**src/rtl/irq_pkg.sv**
```systemverilog
`timescale 1ns/1ps
package irq_pkg;
  localparam int unsigned IRQ_LVL_W = 3;
  typedef logic [IRQ_LVL_W-1:0] irq_lvl_t;
  // Level value that switches a source off.
  localparam irq_lvl_t IRQ_LVL_OFF = '1;
endpackage

```
**src/rtl/irq_level_regs.sv**
```systemverilog
`timescale 1ns/1ps
module irq_level_regs
  import irq_pkg::*;
#(
  parameter int unsigned N_SRC = 8,
  parameter int unsigned IDX_W = 3
) (
  input  logic                 clk,
  input  logic                 rst_n,
  input  logic                 wr_en,
  input  logic [IDX_W-1:0]     wr_idx,
  input  irq_lvl_t             wr_lvl,
  output irq_lvl_t [N_SRC-1:0] lvl_o
);
  irq_lvl_t [N_SRC-1:0] lvl_q;
  logic     [N_SRC-1:0] lvl_ce;

  for (genvar i = 0; i < N_SRC; i++) begin : g_lvl
    always_comb begin
      lvl_ce[i] = wr_en && (wr_idx == IDX_W'(i));
    end

    always_ff @(posedge clk or negedge rst_n) begin
      if (!rst_n) begin
        lvl_q[i] <= IRQ_LVL_OFF;
      end else if (lvl_ce[i]) begin
        lvl_q[i] <= wr_lvl;
      end
    end

    // a write lands in the addressed register at the edge
    p_lvl_write_r2: assert property (@(posedge clk) disable iff (!rst_n)
      (wr_en && wr_idx == IDX_W'(i)) |=> (lvl_q[i] == $past(wr_lvl)));
    // other registers keep their value
    p_lvl_keep_r2: assert property (@(posedge clk) disable iff (!rst_n)
      !(wr_en && wr_idx == IDX_W'(i)) |=> $stable(lvl_q[i]));
  end

  assign lvl_o = lvl_q;
endmodule

```
**src/rtl/irq_flag_bank.sv**
```systemverilog
`timescale 1ns/1ps
module irq_flag_bank #(
  parameter int unsigned N_SRC = 8
) (
  input  logic             clk,
  input  logic             rst_n,
  input  logic [N_SRC-1:0] set_i,
  input  logic [N_SRC-1:0] clr_i,
  input  logic [N_SRC-1:0] en_i,
  output logic [N_SRC-1:0] live_o
);
  logic [N_SRC-1:0] flag_q;
  logic [N_SRC-1:0] flag_nxt;
  logic [N_SRC-1:0] flag_ce;

  // Set dominates clear so a request arriving with its own acknowledge survives.
  always_comb begin
    flag_nxt = (flag_q & ~clr_i) | set_i;
    flag_ce  = set_i | clr_i;
  end

  for (genvar i = 0; i < N_SRC; i++) begin : g_flag
    always_ff @(posedge clk or negedge rst_n) begin
      if (!rst_n) begin
        flag_q[i] <= 1'b0;
      end else if (flag_ce[i]) begin
        flag_q[i] <= flag_nxt[i];
      end
    end

    p_set_flag_r8: assert property (@(posedge clk) disable iff (!rst_n)
      set_i[i] |=> flag_q[i]);
    p_clr_flag_r7: assert property (@(posedge clk) disable iff (!rst_n)
      (clr_i[i] && !set_i[i]) |=> !flag_q[i]);
    p_flag_hold_r1: assert property (@(posedge clk) disable iff (!rst_n)
      (!set_i[i] && !clr_i[i]) |=> $stable(flag_q[i]));
  end

  assign live_o = flag_q & en_i;
endmodule

```
**src/rtl/irq_prio_sel.sv**
```systemverilog
`timescale 1ns/1ps
module irq_prio_sel
  import irq_pkg::*;
#(
  parameter int unsigned N_SRC = 8,
  parameter int unsigned IDX_W = 3
) (
  input  logic     [N_SRC-1:0] live_i,
  input  irq_lvl_t [N_SRC-1:0] lvl_i,
  output logic                 win_vld,
  output irq_lvl_t             win_lvl,
  output logic     [IDX_W-1:0] win_idx
);
  // Linear chain from index 0 upward; strict compare keeps the lower index on ties.
  logic     [N_SRC:0] vld_c;
  irq_lvl_t           lvl_c [N_SRC+1];
  logic [IDX_W-1:0]   idx_c [N_SRC+1];
  logic [N_SRC-1:0]   cand;
  logic [N_SRC-1:0]   take;

  assign vld_c[0] = 1'b0;
  assign lvl_c[0] = IRQ_LVL_OFF;
  assign idx_c[0] = '0;

  for (genvar i = 0; i < N_SRC; i++) begin : g_stage
    always_comb begin
      cand[i]      = live_i[i] && (lvl_i[i] != IRQ_LVL_OFF);
      take[i]      = cand[i] && (!vld_c[i] || (lvl_i[i] < lvl_c[i]));
      vld_c[i+1]   = vld_c[i] | cand[i];
      lvl_c[i+1]   = take[i] ? lvl_i[i] : lvl_c[i];
      idx_c[i+1]   = take[i] ? IDX_W'(i) : idx_c[i];
    end
  end

  assign win_vld = vld_c[N_SRC];
  assign win_lvl = lvl_c[N_SRC];
  assign win_idx = idx_c[N_SRC];
endmodule

```
**src/rtl/irq_out_stage.sv**
```systemverilog
`timescale 1ns/1ps
module irq_out_stage
  import irq_pkg::*;
#(
  parameter int unsigned IDX_W = 3
) (
  input  logic             clk,
  input  logic             rst_n,
  input  logic             win_vld,
  input  irq_lvl_t         win_lvl,
  input  logic [IDX_W-1:0] win_idx,
  input  irq_lvl_t         cpu_ilm,
  input  logic             cpu_ie,
  input  logic             ack_i,
  output logic             req_o,
  output irq_lvl_t         lvl_o,
  output logic [IDX_W-1:0] idx_o,
  output logic             take_o
);
  logic             req_q, req_nxt;
  irq_lvl_t         lvl_q, lvl_nxt;
  logic [IDX_W-1:0] idx_q, idx_nxt;
  logic             pass;
  logic             out_ce;

  always_comb begin
    pass    = win_vld && cpu_ie && (win_lvl < cpu_ilm);
    take_o  = req_q && ack_i;
    out_ce  = !req_q || ack_i;
    req_nxt = 1'b0;
    lvl_nxt = IRQ_LVL_OFF;
    idx_nxt = '0;
    if (!req_q && pass) begin
      req_nxt = 1'b1;
      lvl_nxt = win_lvl;
      idx_nxt = win_idx;
    end
  end

  always_ff @(posedge clk or negedge rst_n) begin
    if (!rst_n) begin
      req_q <= 1'b0;
      lvl_q <= IRQ_LVL_OFF;
      idx_q <= '0;
    end else if (out_ce) begin
      req_q <= req_nxt;
      lvl_q <= lvl_nxt;
      idx_q <= idx_nxt;
    end
  end

  p_hold_r6: assert property (@(posedge clk) disable iff (!rst_n)
    (req_q && !ack_i) |=> (req_q && $stable(lvl_q) && $stable(idx_q)));
  p_idle_r6: assert property (@(posedge clk) disable iff (!rst_n)
    !req_q |-> (lvl_q == IRQ_LVL_OFF && idx_q == '0));
  p_mask_pass_r5: assert property (@(posedge clk) disable iff (!rst_n)
    $rose(req_q) |-> ($past(cpu_ie) && (lvl_q < $past(cpu_ilm))));
  p_ack_drop_r7: assert property (@(posedge clk) disable iff (!rst_n)
    (req_q && ack_i) |=> !req_q);

  assign req_o = req_q;
  assign lvl_o = lvl_q;
  assign idx_o = idx_q;
endmodule

```
**src/rtl/irq_level_ctrl.sv**
```systemverilog
`timescale 1ns/1ps
module irq_level_ctrl
  import irq_pkg::*;
#(
  parameter int unsigned N_SRC = 8,
  localparam int unsigned IDX_W = (N_SRC > 1) ? $clog2(N_SRC) : 1
) (
  input  logic                 clk,
  input  logic                 rst_n,
  input  logic [N_SRC-1:0]     src_req,
  input  logic [N_SRC-1:0]     src_en,
  input  logic                 lvl_wr,
  input  logic [IDX_W-1:0]     lvl_wr_idx,
  input  logic [IRQ_LVL_W-1:0] lvl_wr_data,
  input  logic [IRQ_LVL_W-1:0] cpu_ilm,
  input  logic                 cpu_ie,
  input  logic                 irq_ack,
  output logic                 irq_req,
  output logic [IRQ_LVL_W-1:0] irq_level,
  output logic [IDX_W-1:0]     irq_src
);
  irq_lvl_t [N_SRC-1:0] lvl;
  logic     [N_SRC-1:0] live;
  logic     [N_SRC-1:0] clr;
  logic                 win_vld;
  irq_lvl_t             win_lvl;
  logic     [IDX_W-1:0] win_idx;
  logic                 take;

  irq_level_regs #(.N_SRC(N_SRC), .IDX_W(IDX_W)) u_lvl (
    .clk(clk), .rst_n(rst_n), .wr_en(lvl_wr), .wr_idx(lvl_wr_idx),
    .wr_lvl(lvl_wr_data), .lvl_o(lvl)
  );

  irq_flag_bank #(.N_SRC(N_SRC)) u_flag (
    .clk(clk), .rst_n(rst_n), .set_i(src_req), .clr_i(clr),
    .en_i(src_en), .live_o(live)
  );

  irq_prio_sel #(.N_SRC(N_SRC), .IDX_W(IDX_W)) u_sel (
    .live_i(live), .lvl_i(lvl), .win_vld(win_vld), .win_lvl(win_lvl),
    .win_idx(win_idx)
  );

  irq_out_stage #(.IDX_W(IDX_W)) u_out (
    .clk(clk), .rst_n(rst_n), .win_vld(win_vld), .win_lvl(win_lvl),
    .win_idx(win_idx), .cpu_ilm(cpu_ilm), .cpu_ie(cpu_ie), .ack_i(irq_ack),
    .req_o(irq_req), .lvl_o(irq_level), .idx_o(irq_src), .take_o(take)
  );

  for (genvar i = 0; i < N_SRC; i++) begin : g_clr
    assign clr[i] = take && (irq_src == IDX_W'(i));
  end

  p_clr_onehot_r7: assert property (@(posedge clk) disable iff (!rst_n)
    $onehot0(clr));
  p_clr_only_ack_r7: assert property (@(posedge clk) disable iff (!rst_n)
    !irq_ack |-> (clr == '0));
endmodule

```
**config.mk**
```make
export PLATFORM = sky130hd
export DESIGN_NAME = irq_level_ctrl
export DESIGN_NICKNAME = d
export VERILOG_FILES = /design/src/rtl/irq_pkg.sv /design/src/rtl/irq_level_regs.sv /design/src/rtl/irq_flag_bank.sv /design/src/rtl/irq_prio_sel.sv /design/src/rtl/irq_out_stage.sv /design/src/rtl/irq_level_ctrl.sv
export SDC_FILE = /design/constraint.sdc
export NUM_CORES = 1
export LEC_CHECK = 0
export BUFFER_PORTS_ARGS = -buffer_cell sky130_fd_sc_hd__buf_2
export CAP_MARGIN = 20
export CORE_MARGIN = 2
export CORE_UTILIZATION = 58
export CTS_BUF_LIST = sky130_fd_sc_hd__clkbuf_4 sky130_fd_sc_hd__clkbuf_8
export CTS_CLUSTER_DIAMETER = 80
export DETAILED_ROUTE_END_ITERATION = 10
export PLACE_DENSITY = 0.84
export SYNTH_ARGS = -nofsm -noshare
export SYNTH_HDL_FRONTEND = slang
export SYNTH_SLANG_ARGS = --single-unit
```
**constraint.sdc**
```tcl
create_clock -name clk -period 8.1 [get_ports clk]
set_input_delay 0.81 -clock clk [delete_from_list [all_inputs] [get_ports clk]]
set_output_delay 0.81 -clock clk [all_outputs]
set_load 0.02 [all_outputs]
```
* Word-level counts from Yosys, hierarchy flattened
Index checks and enable logic that the tools add are counted.
** Word-level totals
- Input port bits :: 30
- Bits in registers :: 39
- Logic and storage cells :: 132
- Output and inout bits :: 7
** Operators by class
- Multiplexer cells :: 18
- Eq/ne operators :: 22
- Reduce and logical (&&, ||, !) cells :: 53
- Order comparisons :: 8
- Bitwise logic cells :: 12
** Operators with widths (count)
- $mux 3 :: 16
- $logic_and 1x1->1 :: 35
- $eq 3x3->1 const B :: 8
- $lt 3x3->1 :: 8
- $ne 3x3->1 const B :: 8
- $and 8x8->8 :: 2
- $or 8x8->8 :: 2
- $eq 3x2->1 const B :: 4
- $logic_not 1->1 :: 8
- $logic_or 1x1->1 :: 8
- $not 8->8 :: 1
- $or 1x1->1 :: 7
- $eq 3x1->1 const B :: 2
- $logic_not 3->1 :: 2
- $mux 1 :: 2

* Longest topological paths before layout
Gate-level depths: netlist of the first run.
- Depth in word-level cells :: 35
- Gate-level depth with buffers :: 39
- Gate-level depth less buffers :: 39

* Hierarchy
A second synthesis of the first run with hierarchy kept.
** Unflattened totals
- Cell total of the unflattened synthesis :: 317
- Area, all modules :: 3138.0 um^2
** By module, submodules not included
- irq_prio_sel :: instances 1, cells each 195, seq. area each 0.0 um^2, area each 1327.5 um^2
- irq_level_regs :: instances 1, cells each 56, seq. area each 630.6 um^2, area each 1039.7 um^2
- irq_flag_bank :: instances 1, cells each 32, seq. area each 200.2 um^2, area each 340.3 um^2
- irq_out_stage :: instances 1, cells each 26, seq. area each 178.9 um^2, area each 334.1 um^2
- irq_level_ctrl :: instances 1, cells each 8, seq. area each 0.0 um^2, area each 96.3 um^2

* Least setup slack after synthesis of the first run
OpenSTA, ideal clock, no wires.
- Kind :: input to register
- Start point :: in src_en[0]
- End point :: reg u_out.lvl_q[2] (netlist: u_out.lvl_o[2])
- Setup time :: 86 ps
- Data arrival time :: 7445 ps
- Data required time :: 8014 ps
- Stages :: 38
- Setup slack :: 569 ps
- Buffers on the path :: 0
- Cells stage by stage :: nand2_1 -> nor2_1 -> ha_1 -> and2_1 -> nor2_1 -> a21oi_2 -> o211a_1 -> o32a_1 -> o32ai_4 -> mux2i_1 -> o22a_1 -> o2bb2ai_1 -> o21ai_0 -> o31ai_1 -> ha_1 -> o21a_1 -> nor2_1 -> o21a_1 -> (+2 left out) -> o21ai_0 -> o21ai_0 -> ha_1 -> or3_2 -> o21ai_0 -> inv_1 -> o31a_4 -> o211ai_1 -> o21ai_0 -> ha_1 -> a211oi_1 -> nand2_1 -> a21oi_1 -> nand2_1 -> o21ai_0 -> a21o_2 -> o21a_1 -> a21oi_1
** Between the ends
- Word-level cells in the longest chain between the ends :: 35
- Elaborated cells on any way between the ends :: 50
- Classes of those cells :: order compare: 8; mux: 9; bitwise: 8; reduce/logical: 25
** RTL lines
- from (decl) :: RTL line irq_level_ctrl.sv:11 : input logic [N_SRC-1:0] src_en,
- $and 8x8->8 (*) :: RTL line irq_flag_bank.sv:39 : assign live_o = flag_q & en_i;
- $logic_and 1x1->1 (*) :: RTL line irq_prio_sel.sv:27 : cand[i] = live_i[i] && (lvl_i[i] != IRQ_LVL_OFF);
- $mux 3 :: RTL line irq_prio_sel.sv:30 : lvl_c[i+1] = take[i] ? lvl_i[i] : lvl_c[i];
- $lt 3x3->1 :: RTL line irq_prio_sel.sv:28 : take[i] = cand[i] && (!vld_c[i] || (lvl_i[i] < lvl_c[i]));
- $logic_or 1x1->1 :: RTL line irq_prio_sel.sv:28
- $logic_and 1x1->1 :: RTL line irq_prio_sel.sv:28
- $mux 3 :: RTL line irq_prio_sel.sv:30
- $lt 3x3->1 :: RTL line irq_prio_sel.sv:28
- (+19 left out)
- $lt 3x3->1 :: RTL line irq_prio_sel.sv:28
- $logic_or 1x1->1 :: RTL line irq_prio_sel.sv:28
- $logic_and 1x1->1 :: RTL line irq_prio_sel.sv:28
- $mux 3 :: RTL line irq_prio_sel.sv:30
- $lt 3x3->1 :: RTL line irq_out_stage.sv:27 : pass = win_vld && cpu_ie && (win_lvl < cpu_ilm);
- $logic_and 1x1->1 :: RTL line irq_out_stage.sv:27
- $logic_and 1x1->1 :: RTL line irq_out_stage.sv:33 : if (!req_q && pass) begin
- $mux 3 (*) :: RTL line irq_out_stage.sv:33
- to (signal assigned) :: RTL line irq_out_stage.sv:47 : lvl_q <= lvl_nxt;
- to (decl) :: RTL line irq_out_stage.sv:21 : irq_lvl_t lvl_q, lvl_nxt;
Mark *: on every way between the ends. The rest lies on a longest branch, timed or not.
A chain may end at the register's enable or synchronous reset.

* Worst setup path after layout of the first run
Ends and elaborated chain as after synthesis.

==> flow_metrics.env, run 1 <==
export IMPL_clockRootBuffer="clkbuf_8"
export IMPL_synthCells=312
export IMPL_hold_depth=2
export IMPL_worstSetupStartpointType="input port"
export IMPL_route_detailed_drc=0
export IMPL_syn2layout_area_growth_pct=13.1
export IMPL_grt_max_degree=40
export IMPL_ys_warnings_count=0
export IMPL_rows=26
export IMPL_crit_required_ns=8.31
export IMPL_regToRegStartpoint="u_lvl.lvl_o[2]$_DFFE_PN1P_"
export IMPL_rsz0062_at_grt="no"
export IMPL_post_place_ws_ns=-0.0503
export IMPL_end_kind="register"
export IMPL_coreArea_mm2=0.00501
export IMPL_status="completed"
export IMPL_io_buffers=36
export IMPL_synth_top_area_cell="dfstp_2"
export IMPL_syn_cell_area_mm2=0.00296
export IMPL_start_util_pct=59.1
export IMPL_arrival_ns=7.88
export IMPL_viasPerCell=6.10
export IMPL_cts_tree="yes"
export IMPL_worst_r2r_cell_count=35
export IMPL_synth_top_area_share_pct=24.0
export IMPL_setup_viol=0
export IMPL_synth_edf_count=0
export IMPL_reg2reg_to="u_out.lvl_o[2]$_DFFE_PN1P_"
export IMPL_clkTransAtPathRegs_ns=0.07
export IMPL_hold_end="u_out.lvl_o[2]$_DFFE_PN1P_"
export IMPL_wl_mm=7.32
export IMPL_grt_pass1_wl_mm=11.5
export IMPL_num_io_pins=37
export IMPL_hold_viol_final=0
export IMPL_cpPeakStageDelay_ns=0.51
export IMPL_clockBufferDepth=2
export IMPL_synth_seq_cells=39
export IMPL_cts_buffers=5
export IMPL_crit_type="input port to register"
export IMPL_ys_flop_type="dfstp_2"
export IMPL_ant_nets=0
export IMPL_drtIter0Drc=188
export IMPL_diodes=0
export IMPL_vias=2599
export IMPL_holdWs_ns=0.505
export IMPL_die_h_um=75.4
export IMPL_clock_skew_ns=0.00451
export IMPL_grt_antenna_before_repair=0
export IMPL_grt_pass1_vias=2460
export IMPL_synthTopCellsByArea="dfstp_2, dfrtp_1, mux2_2, o21ai_0, nand2_1"
export IMPL_setup_slack_ns=0.428
export IMPL_ctsHoldBuffers=0
export IMPL_cap_viol_max_count=0
export IMPL_fin_crit_sh_pct=94.7
export IMPL_fmax_ghz=0.130
export IMPL_maxSlewViolCount=0
export IMPL_syn_num_nets=349
export IMPL_drt_pass1_iterations=5
export IMPL_h_tree_depth=2
export IMPL_fill_cells=392
export IMPL_ir_drop_v=0.000209
export IMPL_powerDensity_mw_per_mm2=307
export IMPL_async_reset_ff_share_pct=100
export IMPL_yosysUniqueCellTypes=73
export IMPL_relSlewSlack_pct=45.5
export IMPL_clock_latency_ns=0.29
export IMPL_tightest_slew_ns=0.818
export IMPL_cpMaxStageDelayCell="or3_2"
export IMPL_cp_max_fo=7
export IMPL_grt_overflow=0
export IMPL_chipWidth_um=75.4
export IMPL_nets=392
export IMPL_cts_sinks=39
export IMPL_yosysSeqAreaShare_pct=34.1
export IMPL_dieArea_mm2=0.00569
export IMPL_worst_r2r_setup_slack_ns=0.62
export IMPL_synth_avg_cell_area_um2=9.49
export IMPL_drive_above_1_share_pct=39.3
export IMPL_avgRoutedWirePerCell_um=17.2
export IMPL_worstHoldPathType="register to register"
export IMPL_period_needed_ns=7.67
export IMPL_gp_congestion=0.899
export IMPL_grt_use_total_pct=26.8
export IMPL_min_from="u_out.lvl_o[2]$_DFFE_PN1P_"
export IMPL_dp_hpwl_mm=5.70
export IMPL_p_leak_uw=0.00137
state kept, by name, indices dropped and copies added, names as in the netlist:
register	cells
u_lvl.lvl_o	24
u_flag.flag_q	8
u_out.idx_o	3
u_out.lvl_o	3
u_out.req_o	1
cell type report:
| class | instances | area [µm²] | area share, % |
|---|---|---|---|
| Multi-Input combinational cell | 256 | 1900 | 56.6 |
| Sequential cell | 39 | 1010 | 30.2 |
| Timing Repair Buffer | 38 | 195 | 5.83 |
| Clock buffer | 8 | 104 | 3.10 |
| Tap cell | 70 | 87.6 | 2.62 |
| Inverter | 15 | 56.3 | 1.68 |
kinds of logic after synthesis:
group                    count (synthesis)  share of synthesized area (%)
flip-flops                              39                           34.1
AO/OA/AOI/OAI                          101                           27.2
buffers and inverters                   17                           2.49
adder cells (fa/ha/maj)                  7                           2.96
multiplexers                            30                           11.6
AND/OR/NAND/NOR                        118                           21.6
critical path: cells and delay by family:
family | cells | cell delay, ns
buf+inv | 1 | 0.09
fa+ha+maj | 4 | 1.11
simple gates | 8 | 1.30
compound gates | 23 | 4.28
mux | 1 | 0.29
where the power goes:
group	switching (µW)	total [µW]	internal, µW
sequential	57.3	319	261
clock	62.8	144	81.0
combinational	308	566	258
worst max-delay path by stage:
stage,start,end,slack (ns),cells after the start
global placement,src_en[0],u_out.lvl_o[2]$_DFFE_PN1P_,0.27,39
finish,src_en[0],u_out.lvl_o[2]$_DFFE_PN1P_,0.43,37
CTS,src_en[0],u_out.lvl_o[2]$_DFFE_PN1P_,0.24,39
global route,src_en[0],u_out.lvl_o[2]$_DFFE_PN1P_,0.004,39
detailed placement,src_en[0],u_out.lvl_o[2]$_DFFE_PN1P_,-0.05,39
floorplan,src_en[0],u_out.lvl_o[2]$_DFFE_PN1P_,0.57,38
cell usage in the layout (no fill, tap or decap), types with 4 or more instances in the layout:
| master | n |
|---|---|
| o31ai_1 | 4 |
| a31oi_1 | 4 |
| ha_1 | 7 |
| nand2_1 | 29 |
| dfrtp_1 | 12 |
| mux2_2 | 22 |
| mux2i_1 | 4 |
| inv_1 | 15 |
| a21oi_1 | 10 |
| o21ai_0 | 24 |
| dfstp_2 | 27 |
| o21a_1 | 8 |
| nand3_1 | 10 |
| nor2_1 | 22 |
| buf_2 | 36 |
| clkbuf_8 | 7 |
| nor3_1 | 9 |
| nand2b_1 | 13 |
| nor3b_1 | 4 |
| or2_2 | 5 |
repair_timing:
item | 4_1_cts | 5_1_grt
buffers inserted | 0 | 0
resized for setup | 0 | 7
endpoints found under the setup margin | 0 | 6
per-layer routing:
layer | global-route usage (%) | up-vias | part of all wire, %
li1 | - | 1255 | -
met1 | 35.2 | 1249 | 44
met2 | 45.2 | 75 | 49
met3 | 4.63 | 20 | 4.7
met4 | 8.58 | 0 | 2.5
met5 | 0 | - | 0
cell usage after synthesis (all sizes together) (4+ instances only):
master	instances
mux2	25
dfrtp	12
o31ai	6
a31oi	4
ha	7
inv	15
a21oi	14
nand2b	13
mux2i	5
nor3	9
dfstp	27
o21a	8
nor2	23
or2	5
nor3b	5
o21ai	27
or3	4
nand3	10
nand2	29
o32a	4
metrics by stage:
stage	setup TNS (ns)	util [%]	cell area [µm²]	cells	power, µW
6_report	0	66.8	3350	426	1030
4_1_cts	0	66.5	3330	426	1010
3_5_place_dp	-0.0570	64.4	3230	418	865
2_1_floorplan	0	-	2960	312	734
3_3_place_gp	0	64.4	3230	418	842
5_1_grt	0	66.8	3350	426	1100
Power figures use the tool's default switching activity.
==> run 2, diff against run 1 <==
==> constraint.sdc (replaced) <==
create_clock -name clk -period 8.2 [get_ports clk]
set_input_delay 0.82 -clock clk [delete_from_list [all_inputs] [get_ports clk]]
set_output_delay 0.82 -clock clk [all_outputs]
set_load 0.02 [all_outputs]
==> run 2 against run 1 <==
Compared with the run above: count of clock-buffer cells in the layout shrank 3; design area grew 3.0%; sequential cell count is the same; worst setup slack lost 0.16 ns; non-clock buffer count grew 14; largest cell class unchanged; via count grew 2.3%.
==> flow_metrics.env, run 2 (synthesis results as in run 1) <==
export IMPL_worst_r2r_setup_slack_ns=0.45
export IMPL_cts_buffers=5
export IMPL_fin_tns_setup_ns=0
export IMPL_io_buffers=36
export IMPL_relSlewSlack_pct=45.6
export IMPL_tightest_slew_ns=0.815
export IMPL_h_tree_depth=2
export IMPL_ctsHoldBuffers=0
export IMPL_cts_sinks=39
export IMPL_viasPerCell=6.04
export IMPL_grt_use_total_pct=26.8
export IMPL_worstHoldPathType="register to register"
export IMPL_hold_viol_final=0
export IMPL_gp_congestion=0.883
export IMPL_rows=26
export IMPL_avgRoutedWirePerCell_um=16.9
export IMPL_ant_nets=0
export IMPL_start_util_pct=59.1
export IMPL_min_from="u_out.lvl_o[0]$_DFFE_PN1P_"
export IMPL_status="completed"
export IMPL_grt_pass1_vias=2417
export IMPL_end_kind="register"
export IMPL_cts_tree="yes"
export IMPL_clockBufferDepth=2
export IMPL_dieArea_mm2=0.00569
export IMPL_route_detailed_drc=0
export IMPL_regToRegStartpoint="u_flag.flag_q[0]$_DFFE_PN0P_"
export IMPL_die_h_um=75.4
export IMPL_syn2layout_area_growth_pct=16.5
export IMPL_nets=406
export IMPL_clock_skew_ns=0.00561
export IMPL_drive_above_1_share_pct=42.4
export IMPL_maxSlewViolCount=0
export IMPL_dpl_cell_area_mm2=0.00323
export IMPL_drtIter0Drc=237
export IMPL_grt_pass1_wl_mm=11.5
export IMPL_ir_drop_v=0.000206
export IMPL_arrival_ns=8.14
export IMPL_worst_r2r_cell_count=36
export IMPL_chipWidth_um=75.4
export IMPL_grt_max_degree=40
export IMPL_reg2reg_to="u_out.lvl_o[2]$_DFFE_PN1P_"
export IMPL_hold_end="u_out.lvl_o[0]$_DFFE_PN1P_"
export IMPL_coreArea_mm2=0.00501
export IMPL_crit_type="input port to register"
export IMPL_num_io_pins=37
export IMPL_fmax_ghz=0.126
export IMPL_worstSetupStartpointType="input port"
export IMPL_clockRootBuffer="clkbuf_8"
export IMPL_p_leak_uw=0.00142
export IMPL_final_cell_mix="buf_2, nand2_1, dfstp_2"
export IMPL_final_util_pct=68.9
export IMPL_final_common_cell="buf_2"
export IMPL_cp_max_fo=7
export IMPL_design_area_mm2=0.00345
export IMPL_cpMaxStageDelayCell="or3_2"
export IMPL_clock_latency_ns=0.28
export IMPL_vias=2658
export IMPL_dp_hpwl_mm=5.57
export IMPL_crit_required_ns=8.40
export IMPL_fin_crit_sh_pct=96.8
export IMPL_grt_overflow=0
export IMPL_drt_pass1_iterations=4
export IMPL_setup_viol=0
export IMPL_period_needed_ns=7.94
export IMPL_crit_top_cell="o21ai_0"
export IMPL_largest_register_ffs=24
export IMPL_wl_mm=7.45
export IMPL_clkTransAtPathRegs_ns=0.08
export IMPL_grt_antenna_before_repair=0
export IMPL_hold_depth=2
export IMPL_power_total_uw=1060
export IMPL_powerDensity_mw_per_mm2=307
export IMPL_cpPeakStageDelay_ns=0.51
export IMPL_diodes=0
export IMPL_cap_viol_max_count=0
## run 2: timing repair
action,CTS,global route
resized for setup,1,10
endpoints found under the setup margin,4,7
setup buffers,0,13
pin swaps,1,6
## run 2: cell type report
class,instances,area [µm²]
Clock buffer,5,68.8
Clock inverter,3,20.0
Fill cell,392,1560
Inverter,15,56.3
Multi-Input combinational cell,256,1910
Sequential cell,39,1010
Tap cell,70,87.6
Timing Repair Buffer,52,300
## run 2: worst max path at each step
stage	slack (ns)	cells after the start	from	end
after floorplan	0.66	38	src_en[0]	u_out.lvl_o[2]$_DFFE_PN1P_
after detailed placement	-0.33	39	src_en[0]	u_out.lvl_o[2]$_DFFE_PN1P_
after CTS	0.06	39	src_en[0]	u_out.lvl_o[2]$_DFFE_PN1P_
after global placement	0.006	39	src_en[0]	u_out.lvl_o[2]$_DFFE_PN1P_
final	0.26	37	src_en[0]	u_out.lvl_o[2]$_DFFE_PN1P_
after global routing	-0.09	39	src_en[0]	u_out.lvl_o[2]$_DFFE_PN1P_
## run 2: per-stage QoR
| stage | hold slack, ns | cells | setup slack (ns) |
|---|---|---|---|
| after detailed placement | 0.496 | 419 | -0.333 |
| after global routing | 0.522 | 440 | -0.0922 |
| after floorplan | 0.469 | 312 | 0.659 |
| after global placement | 0.483 | 419 | 0.00632 |
| after CTS | 0.510 | 427 | 0.0573 |
| final | 0.507 | 440 | 0.264 |
## run 2: where the power goes
part,internal [µW],switching (µW)
logic,295,324
registers,258,55.8
clock network,59.1,66.0
## run 2: per-layer routing
metal	vias to the layer above	part of all wire, %	GRT usage [%]	routed length, µm
met3	8	4.9	4.10	363
li1	1290	-	-	-
met4	0	1.3	9.36	100
met5	-	0	0	0
met2	84	50	44.7	3730
met1	1276	44	35.7	3250
## run 2: worst max-delay path: cells and delay by family
kind            cells  cell delay [ns]
buf+inv             1             0.09
mux                 1             0.30
compound gates     22             4.33
fa+ha+maj           4             1.09
simple gates        9             1.50
==> run 3, diff against run 2 <==
--- a/config.mk
+++ b/config.mk
@@ -12,6 +12,7 @@
 export CTS_BUF_LIST = sky130_fd_sc_hd__clkbuf_4 sky130_fd_sc_hd__clkbuf_8
 export CTS_CLUSTER_DIAMETER = 80
 export DETAILED_ROUTE_END_ITERATION = 10
+export MAX_ROUTING_LAYER = met4
 export PLACE_DENSITY = 0.84
 export SYNTH_ARGS = -nofsm -noshare
 export SYNTH_HDL_FRONTEND = slang
==> run 3 against run 2 <==
Compared with the run above: critical endpoint unchanged; combinational power is essentially flat; die area unchanged; clock power about the same; register-to-register slack about the same; hold slack barely moved.
==> flow_metrics.env, run 3 (synthesis results as in run 1) <==
export IMPL_final_common_cell="buf_2"
export IMPL_drtIter0Drc=210
export IMPL_ctsHoldBuffers=0
export IMPL_cts_buffers=5
export IMPL_clock_latency_ns=0.28
export IMPL_tightest_slew_ns=0.811
export IMPL_p_leak_uw=0.00142
export IMPL_ir_drop_v=0.000206
export IMPL_rows=26
export IMPL_fill_cells=390
export IMPL_largest_register_ffs=24
export IMPL_final_cell_mix="buf_2, nand2_1, dfstp_2"
export IMPL_coreArea_mm2=0.00501
export IMPL_hold_viol_final=0
export IMPL_die_h_um=75.4
export IMPL_h_tree_depth=2
export IMPL_clkTransAtPathRegs_ns=0.08
export IMPL_cpPeakStageDelay_ns=0.50
export IMPL_arrival_ns=8.15
export IMPL_worstHoldPathType="register to register"
export IMPL_cts_tree="yes"
export IMPL_syn2layout_area_growth_pct=16.5
export IMPL_gp_congestion=0.898
export IMPL_relSlewSlack_pct=45.9
export IMPL_dp_hpwl_mm=5.57
export IMPL_cap_viol_max_count=0
export IMPL_chipWidth_um=75.4
export IMPL_end_kind="register"
export IMPL_io_buffers=36
export IMPL_period_needed_ns=7.95
export IMPL_clock_skew_ns=0.00479
export IMPL_route_detailed_drc=0
export IMPL_nets=406
export IMPL_worstSetupStartpointType="input port"
export IMPL_fin_tns_setup_ns=0
export IMPL_grt_use_total_pct=27.7
export IMPL_grt_overflow=0
export IMPL_dieArea_mm2=0.00569
export IMPL_fmax_ghz=0.126
export IMPL_regArea_mm2=0.00101
export IMPL_cp_max_fo=7
export IMPL_multi_input_area_mm2=0.00191
export IMPL_cpMaxStageDelayCell="or3_2"
export IMPL_crit_type="input port to register"
export IMPL_clockRootBuffer="clkbuf_8"
export IMPL_vias=2672
export IMPL_crit_top_cell="o21ai_0"
export IMPL_wl_mm=7.38
export IMPL_clockBufferDepth=2
export IMPL_avgRoutedWirePerCell_um=16.8
export IMPL_grt_max_degree=40
export IMPL_layout_cells_non_filler=440
export IMPL_status="completed"
export IMPL_viasPerCell=6.07
export IMPL_grt_pass1_vias=2425
export IMPL_start_util_pct=59.1
export IMPL_cts_sinks=39
export IMPL_powerDensity_mw_per_mm2=306
export IMPL_ant_nets=0
export IMPL_drive_above_1_share_pct=42.4
export IMPL_num_io_pins=37
export IMPL_grt_antenna_before_repair=0
export IMPL_maxSlewViolCount=0
export IMPL_grt_pass1_wl_mm=11.5
export IMPL_setup_viol=0
export IMPL_drt_pass1_iterations=4
export IMPL_diodes=0
export IMPL_fin_crit_sh_pct=96.9
export IMPL_holdWs_ns=0.507
export IMPL_crit_required_ns=8.40
export IMPL_power_total_uw=1060
export IMPL_dp_cells=419
==> run 3: cell counts in the layout (fill, tap and decap cells not counted) <==
No cell type changed its count.
==> run 3: layout make-up <==
cell class	count	share of cell area [%]
clock buffers	5	1.99
multi-input cells	256	55.3
inverters	15	1.63
flip-flops and latches	39	29.3
repair buffers	52	8.71
clock inverters	3	0.580
well taps	70	2.54
==> run 3: what timing repair did <==
| action | CTS | global route |
|---|---|---|
| pin swaps | 1 | 6 |
| gates cloned | 0 | 0 |
| gates resized for setup | 1 | 10 |
| buffers inserted | 0 | 13 |
| setup endpoints to repair | 4 | 7 |
==> run 3: final timing paths <==
kind / slack (ns) / startpoint / endpoint / cells past startpoint
worst min register to register: 0.51 / u_out.lvl_o[0]$_DFFE_PN1P_ / u_out.lvl_o[0]$_DFFE_PN1P_ / 2
worst min-delay path: 0.51 / u_out.lvl_o[0]$_DFFE_PN1P_ / u_out.lvl_o[0]$_DFFE_PN1P_ / 2
max in group asynchronous: 7.06 / rst_n / u_flag.flag_q[7]$_DFFE_PN0P_ / 1
worst max-delay path: 0.25 / src_en[0] / u_out.lvl_o[2]$_DFFE_PN1P_ / 37
worst max register to register: 0.44 / u_flag.flag_q[0]$_DFFE_PN0P_ / u_out.lvl_o[2]$_DFFE_PN1P_ / 36
min in group asynchronous: 0.63 / rst_n / u_out.req_o$_DFFE_PN0P_ / 1
==> run 3: power by group <==
part           total (µW)  internal (µW)  switching (µW)
clock network         125           59.1            65.4
registers             314            258            56.1
logic                 618            295             323
total                1060            612             445
==> run 3: worst max-delay path, delay by kind of cell <==
kind	cells	cell delay [ns]
AOI/OAI and AO/OA	22	4.36
and+or+nand+nor	9	1.49
adders and majority gates	4	1.10
muxes	1	0.30
buffers and inverters	1	0.09
==> run 3: through the flow <==
stage / setup WS (ns) / utilization, % / cell area [µm²]
2_1_floorplan: 0.659 / - / 2960
3_3_place_gp: 0.00632 / 64.5 / 3230
3_5_place_dp: -0.333 / 64.5 / 3230
4_1_cts: 0.0573 / 66.3 / 3320
5_1_grt: -0.0924 / 68.9 / 3450
6_report: 0.255 / 68.9 / 3450
==> run 3: metal layers <==
metal / global-route usage (%) / wire, µm / share of wire (%) / up-vias
li1: - / - / - / 1293
met1: 36.0 / 3220 / 44 / 1270
met4: 9.36 / 110 / 1.5 / 0
met3: 3.97 / 403 / 5.5 / 10
met5: - / 0 / 0 / -
met2: 44.7 / 3640 / 49 / 99
